===== config.mk =====
export PLATFORM = sky130hd
export DESIGN_NAME = scr_byte_sampler
export DESIGN_NICKNAME = d
export VERILOG_FILES = /design/src/rtl/scr_sampler_pkg.sv /design/src/rtl/sbs_bit_counter.sv /design/src/rtl/sbs_mix_reg.sv /design/src/rtl/sbs_out_stage.sv /design/src/rtl/scr_byte_sampler.sv
export SDC_FILE = /design/constraint.sdc
export NUM_CORES = 1
export LEC_CHECK = 0
export BUFFER_PORTS_ARGS = -buffer_cell sky130_fd_sc_hd__buf_2
export CORE_MARGIN = 8
export CORE_UTILIZATION = 59
export DETAILED_ROUTE_END_ITERATION = 7
export PLACE_DENSITY = 0.82
export SETUP_SLACK_MARGIN = 0.05
export SLEW_MARGIN = 40
export SYNTH_ARGS = -nofsm -noshare
export SYNTH_HDL_FRONTEND = slang
export SYNTH_SLANG_ARGS = --single-unit

===== constraint.sdc =====
create_clock -name clk -period 4.06 [get_ports clk]
set_clock_uncertainty 0.2 [all_clocks]
set_input_delay 0.406 -clock clk [delete_from_list [all_inputs] [get_ports clk]]
set_output_delay 0.406 -clock clk [all_outputs]
set_load 0.05 [all_outputs]

===== src/rtl/scr_sampler_pkg.sv =====
package scr_sampler_pkg;
  localparam int unsigned DEF_BYTE_W   = 8;
  localparam int unsigned DEF_BITS_PER = 64;
endpackage


===== src/rtl/sbs_bit_counter.sv =====
module sbs_bit_counter #(
  parameter int unsigned COUNT = 64,
  localparam int unsigned CW = (COUNT > 1) ? $clog2(COUNT) : 1
) (
  input  logic clk,
  input  logic rst_n,
  input  logic clear,
  input  logic step,
  output logic wrap
);
  logic [CW-1:0] cnt;

  assign wrap = step && (cnt == CW'(COUNT - 1));

  always_ff @(posedge clk or negedge rst_n) begin
    if (!rst_n) begin
      cnt <= '0;
    end else if (clear) begin
      cnt <= '0;
    end else if (step) begin
      if (wrap) cnt <= '0;
      else      cnt <= cnt + CW'(1);
    end
  end

  // count holds while no bit is accepted
  p_cnt_hold_r6: assert property (@(posedge clk) disable iff (!rst_n)
    (!clear && !step) |=> $stable(cnt));
  // disable clears the count
  p_cnt_clear_r7: assert property (@(posedge clk) disable iff (!rst_n)
    clear |=> (cnt == '0));
endmodule


===== src/rtl/sbs_mix_reg.sv =====
module sbs_mix_reg #(
  parameter int unsigned W = 8
) (
  input  logic         clk,
  input  logic         rst_n,
  input  logic         clear,
  input  logic         step,
  input  logic         restart,
  input  logic         bit_in,
  output logic [W-1:0] next_val
);
  logic [W-1:0] work;

  assign next_val = {work[W-2:0], bit_in ^ work[W-1]};

  always_ff @(posedge clk or negedge rst_n) begin
    if (!rst_n) begin
      work <= '0;
    end else if (clear) begin
      work <= '0;
    end else if (step) begin
      if (restart) work <= '0;
      else         work <= next_val;
    end
  end

  // one place of shift per accepted bit
  p_shift_r3: assert property (@(posedge clk) disable iff (!rst_n)
    (!clear && step && !restart) |=> (work[W-1:1] == $past(work[W-2:0])));
  // register starts each byte from zero
  p_restart_zero_r3: assert property (@(posedge clk) disable iff (!rst_n)
    (!clear && step && restart) |=> (work == '0));
  // register holds without an accepted bit
  p_hold_r6: assert property (@(posedge clk) disable iff (!rst_n)
    (!clear && !step) |=> $stable(work));
endmodule


===== src/rtl/sbs_out_stage.sv =====
module sbs_out_stage #(
  parameter int unsigned W = 8
) (
  input  logic         clk,
  input  logic         rst_n,
  input  logic         clear,
  input  logic         load,
  input  logic [W-1:0] load_val,
  output logic [W-1:0] data,
  output logic         valid
);
  always_ff @(posedge clk or negedge rst_n) begin
    if (!rst_n) begin
      data  <= '0;
      valid <= 1'b0;
    end else if (clear) begin
      data  <= '0;
      valid <= 1'b0;
    end else begin
      valid <= load;
      if (load) data <= load_val;
    end
  end

  // strobe never lasts two cycles
  p_pulse_one_r5: assert property (@(posedge clk) disable iff (!rst_n)
    valid |=> !valid);
  // data holds between deliveries
  p_data_hold_r8: assert property (@(posedge clk) disable iff (!rst_n)
    (!clear && !load) |=> $stable(data));
  // completed byte is strobed in the next cycle
  p_load_strobe_r4: assert property (@(posedge clk) disable iff (!rst_n)
    (!clear && load) |=> valid);
endmodule


===== src/rtl/scr_byte_sampler.sv =====
module scr_byte_sampler
  import scr_sampler_pkg::*;
#(
  parameter int unsigned BYTE_W   = DEF_BYTE_W,
  parameter int unsigned BITS_PER = DEF_BITS_PER
) (
  input  logic              clk,
  input  logic              rst_n,
  input  logic              enable,
  input  logic              in_valid,
  input  logic              in_bit,
  output logic              in_ready,
  output logic [BYTE_W-1:0] out_data,
  output logic              out_valid
);
  logic              accept;
  logic              clear;
  logic              wrap;
  logic [BYTE_W-1:0] next_val;

  assign in_ready = enable;
  assign clear    = !enable;
  assign accept   = enable && in_valid;

  sbs_bit_counter #(.COUNT(BITS_PER)) u_cnt (
    .clk   (clk),
    .rst_n (rst_n),
    .clear (clear),
    .step  (accept),
    .wrap  (wrap)
  );

  sbs_mix_reg #(.W(BYTE_W)) u_mix (
    .clk      (clk),
    .rst_n    (rst_n),
    .clear    (clear),
    .step     (accept),
    .restart  (wrap),
    .bit_in   (in_bit),
    .next_val (next_val)
  );

  sbs_out_stage #(.W(BYTE_W)) u_out (
    .clk      (clk),
    .rst_n    (rst_n),
    .clear    (clear),
    .load     (wrap),
    .load_val (next_val),
    .data     (out_data),
    .valid    (out_valid)
  );

  // disabled sampler delivers nothing and clears its data
  p_idle_quiet_r7: assert property (@(posedge clk) disable iff (!rst_n)
    !enable |=> (!out_valid && out_data == '0));
endmodule


After elaboration in Yosys (flattened, before gate mapping)
Index checks and enable logic that the tools add are counted.
W data, S select, Z words.
{"block": "op_classes", "eq_ne": 3, "reduce_logical": 2, "muxes": 9, "bitwise": 1, "addsub": 1}
{"cell": "$mux W8", "n": 5}
{"cell": "$mux W6", "n": 3}
{"cell": "$add A6 B1 Y6 const B", "n": 1}
{"cell": "$eq A6 B6 Y1 const B", "n": 1}
{"cell": "$ne A2 B1 Y1 const B", "n": 2}
{"cell": "$logic_and A1 B1 Y1", "n": 2}
{"cell": "$mux W1", "n": 1}
{"cell": "$xor A1 B1 Y1", "n": 1}
{"block": "word_totals", "input_bits": 5, "elab_cells": 20, "ff_bits": 23, "output_inout_bits": 10}

Logic depth before layout (Yosys ltp)
{"block": "depth", "ltp_word": 5, "depth_mapped": 5}

Hierarchy
A second synthesis with hierarchy kept.
{"block": "unflattened", "cells_unflattened": 105, "hier_area_um2": 1124.8}
{"module": "sbs_mix_reg", "instances": 1, "seq_area_each_um2": 200.2, "cells_per_inst": 42, "area_per_inst_um2": 431.7}
{"module": "sbs_out_stage", "instances": 1, "seq_area_each_um2": 225.2, "cells_per_inst": 28, "area_per_inst_um2": 357.8}
{"module": "sbs_bit_counter", "instances": 1, "seq_area_each_um2": 150.1, "cells_per_inst": 32, "area_per_inst_um2": 317.8}
{"module": "scr_byte_sampler", "instances": 1, "seq_area_each_um2": 0.0, "cells_per_inst": 3, "area_per_inst_um2": 17.5}

Worst setup path before layout
Ideal clock, no wire load.
{"block": "synth_path", "path_kind": "reg2reg", "start": "register u_cnt.cnt[0]", "end": "register u_cnt.cnt[3]", "setup_time_ns": 0.094, "stages_incl_launch_ff": 5, "path_slack_ns": 2.585, "n_path_buf": 1, "arrival_ns": 1.181, "t_required_ns": 3.766, "cell_sequence": "dfrtp_1 -> ha_1 -> and3_1 -> buf_2 -> a221oi_2"}
{"block": "synth_via", "elab_chain_cells": 5, "elab_cells_between_ends": 6}
{"item": "from (decl)", "line_no": "sbs_bit_counter.sv:11", "text": "logic [CW-1:0] cnt;"}
{"item": "from (signal assigned)", "line_no": "sbs_bit_counter.sv:22", "text": "else cnt <= cnt + CW'(1);"}
{"item": "parallel branches: the longest is 2 deep, another holds $add A6 B1 Y6"}
{"item": "$mux W6 *", "line_no": "sbs_bit_counter.sv:21", "text": "if (wrap) cnt <= '0;"}
{"item": "$mux W6 *", "line_no": "sbs_bit_counter.sv:20", "text": "end else if (step) begin"}
{"item": "$mux W6 *", "line_no": "sbs_bit_counter.sv:18", "text": "end else if (clear) begin"}
Mark *: on every way between the ends. The select of a mux whose other input is x is not followed.
A chain may end at the register's enable or synchronous reset.

Final worst setup path
{"block": "layout_path", "start": "register u_cnt.cnt[3]", "end": "register u_cnt.cnt[5]"}
Same word-level chain as after synthesis.

==> flow_metrics.env <==
export IMPL_power_ir_vdd_worst_v=0.000195
export IMPL_dr_first_iter_drc_count=23
export IMPL_cp_cell_sequence="nand3_1 -> or4_1 -> a31oi_1"
export IMPL_syn_to_final_growth_pct=8.73
export IMPL_ys_warn_count=0
export IMPL_combined_area_of_all_synthesized_cells_um2=1090
export IMPL_register_area_um2=576
export IMPL_ys_seq_elements=23
export IMPL_placement_io_buffers=14
export IMPL_cellLeakagePower_nw=0.513
export IMPL_critical_path_slowest_cell="sky130_fd_sc_hd__or4_1"
export IMPL_first_pass_grt_wire_length_um=3630
export IMPL_yosys_most_used_dff="sky130_fd_sc_hd__dfrtp_1"
export IMPL_worst_endpoint_arrival_ns=2.10
export IMPL_timing_max_slew_rel_slack=0.549
export IMPL_hold_viol_final=0
export IMPL_critPathCaptureType="flop"
export IMPL_antenna_violations_before_repair=0
export IMPL_synth_top_area_frac=0.528
export IMPL_min_period_over_period=0.508
export IMPL_initial_utilization=0.631
export IMPL_die_x_um=59.0
export IMPL_rsz0062_at_grt="no"
export IMPL_remaining_drc_errors=0
export IMPL_cp_data_required_time_ns=4.10
export IMPL_count_of_flip_flops_with_a_built_in_enable_after_synthesis=0
export IMPL_multi_input_logic_area_um2=464
export IMPL_max_cap_viol_count=0
export IMPL_syn_area_per_cell_um2=9.82
export IMPL_clock_root_buffer="sky130_fd_sc_hd__clkbuf_4"
export IMPL_drive_gt1_frac=0.174
export IMPL_syn_instance_count=111
export IMPL_placeableCoreArea_um2=1730
export IMPL_number_of_clock_sinks=23
export IMPL_post_cts_hold_buffer_count=1
export IMPL_grtUsageTotal=0.134
export IMPL_gr_total_overflow=0
export IMPL_synth_top_cells_by_area="sky130_fd_sc_hd__dfrtp_1, sky130_fd_sc_hd__a21oi_1, sky130_fd_sc_hd__o211ai_1, sky130_fd_sc_hd__nand2b_1, sky130_fd_sc_hd__nand3_1"
export IMPL_period_minus_slack_ns=2.06
export IMPL_tightestPinTransition_ns=0.675
export IMPL_cts_resized=0
export IMPL_vias_in_the_first_global_route=794
export IMPL_wl_um=2160
export IMPL_fin_worst_hold_slack_ns=0.238
export IMPL_post_drt_via_cell_ratio=5.90
export IMPL_design_die_area_um2=3480
export IMPL_synth_async_sr_flop_share=1.00
export IMPL_timing_setup_critical_path_class="flop to flop"
export IMPL_hpwl_reported_at_the_end_of_detailed_placement_um=1430
export IMPL_clk_insertion_delay_late_ns=0.31
export IMPL_category_of_cells_accounting_for_the_largest_share_of_critical_path_delay="simple AND/OR/NAND/NOR gates"
export IMPL_routed_wire_length_per_instance_um=14.8
export IMPL_critical_path_max_stage_delay_ns=0.66
export IMPL_finalSetupViolCount=0
export IMPL_floorplan_rows=15
export IMPL_via_count=861
export IMPL_p_per_area_nw_per_um2=311
export IMPL_synth_yosys_seq_area_share=0.528
export IMPL_cts_repair_timing_setup_buffer_count=0
export IMPL_crit_path_max_fanout=20
export IMPL_clkTransAtPathRegs_ns=0.12
export IMPL_setup_worst_path_start_class="flop"
export IMPL_design_portCount=15
export IMPL_die_height_um=59.0
export IMPL_routabilityCongestion=0.779
export IMPL_timing_fmax_mhz=485
export IMPL_critPathBufInv=0
export IMPL_final_max_slew_violation_count=0
export IMPL_fillers=148
export IMPL_total_negative_slack_ns=0
export IMPL_cts_tree="built"
export IMPL_numCtsBuffers=3
export IMPL_number_of_nets_with_antenna_violations_after_detailed_routing=0
export IMPL_clockBufferDepth=2
export IMPL_result_of_the_run="completed"
export IMPL_synthDistinctLibCells=27
export IMPL_worstHoldPathType="primary input to flop"
export IMPL_synth_top_cell_by_area="sky130_fd_sc_hd__dfrtp_1"
export IMPL_n_diodes=0
export IMPL_syn_nets=117
export IMPL_h_tree_level_count=1
export IMPL_router_iterations_before_antenna_repair=4
export IMPL_grt_start_max_net_pins=25
export IMPL_num_nets_final=128
==> power by group <==
part	internal, W	switching (W)
Sequential	0.000233	0.00000391
Clock	0.0000385	0.0000677
Combinational	0.00000851	0.0000178
Total	0.000279	0.0000894
==> cell usage after synthesis, drive strengths merged (2+ instances only) <==
cell type / n
nor3: 3
buf: 5
nand2: 4
xor2: 2
nand2b: 9
and3: 2
inv: 2
a21oi: 17
o211ai: 9
dfrtp: 23
nor2: 3
clkbuf: 4
nor2b: 2
o21ai: 8
nand3: 9
or4: 2
==> flip-flops by register name, summed over array words and instances (netlist names) <==
signal	cells
u_out.valid	1
u_cnt.cnt	6
u_out.data	8
u_mix.work	8
==> layer usage <==
| layer | vias to the layer above | GRT usage | part of all wire |
|---|---|---|---|
| li1 | 421 | - | - |
| met1 | 407 | 0.169 | 0.44 |
| met2 | 26 | 0.204 | 0.47 |
| met3 | 7 | 0.0347 | 0.069 |
| met4 | 0 | 0.0717 | 0.021 |
| met5 | - | 0 | 0 |
==> layout make-up <==
class / count / share of cell area
sequential: 23 / 0.486
timing repair buffer: 15 / 0.0676
clock buffer: 4 / 0.0222
multi-input combinational: 77 / 0.392
inverter: 2 / 0.00634
tap: 25 / 0.0264
==> worst paths after layout <==
check / endpoint / depth (start not counted) / slack, ns / from
min in group asynchronous: u_cnt.cnt[5] / 2 / 0.37 / rst_n
hold / removal: u_mix.work[0] / 4 / 0.24 / in_bit
hold reg to reg: u_out.data[7] / 2 / 0.35 / u_out.data[7]
setup reg to reg: u_cnt.cnt[5] / 3 / 2.00 / u_cnt.cnt[3]
setup / recovery: u_cnt.cnt[5] / 3 / 2.00 / u_cnt.cnt[3]
max in group asynchronous: u_mix.work[1] / 2 / 2.96 / rst_n
==> metrics by stage <==
step	cells	setup WS [ns]	total power (W)	instance area [µm²]	util
3_3_place_gp	141	2.12	0.000265	1150	0.665
3_5_place_dp	141	2.07	0.000267	1150	0.665
6_report	146	2.00	0.000369	1180	0.686
5_1_grt	146	1.86	0.000386	1180	0.686
4_1_cts	146	2.02	0.000373	1180	0.686
2_1_floorplan	111	2.59	0.000257	1090	-
==> logic make-up (layout without fill, tap and decap cells) <==
logic type	count (synthesis)	in the layout	share of synthesized area
xor gates and xnor gates	3	3	0.0241
AOI/OAI and AO/OA	37	37	0.203
adders and majority gates	1	1	0.0115
DFF	23	23	0.528
muxes	1	1	0.00919
buffers and inverters	11	21	0.0459
and+or+nand+nor	35	35	0.178
==> cells in the final DEF (no fill, tap or decap), drive strengths merged, types with 2 or more instances in the layout <==
cell / Yosys / final
nand3: 9 / 9
inv: 2 / 2
nor2: 3 / 3
a21oi: 17 / 17
o211ai: 9 / 9
nand2b: 9 / 9
dfrtp: 23 / 23
nor3: 3 / 3
or4: 2 / 2
and3: 2 / 2
nand2: 4 / 4
clkbuf: 4 / 4
xor2: 2 / 2
buf: 5 / 14
nor2b: 2 / 2
o21ai: 8 / 8
==> worst min-delay path: cells and delay by family <==
family / cells / cell delay [ns]
buffers and inverters: 1 / 0.08
xor gates and xnor gates: 1 / 0.08
AOI/OAI and AO/OA: 2 / 0.16
Power figures use the tool's default switching activity.
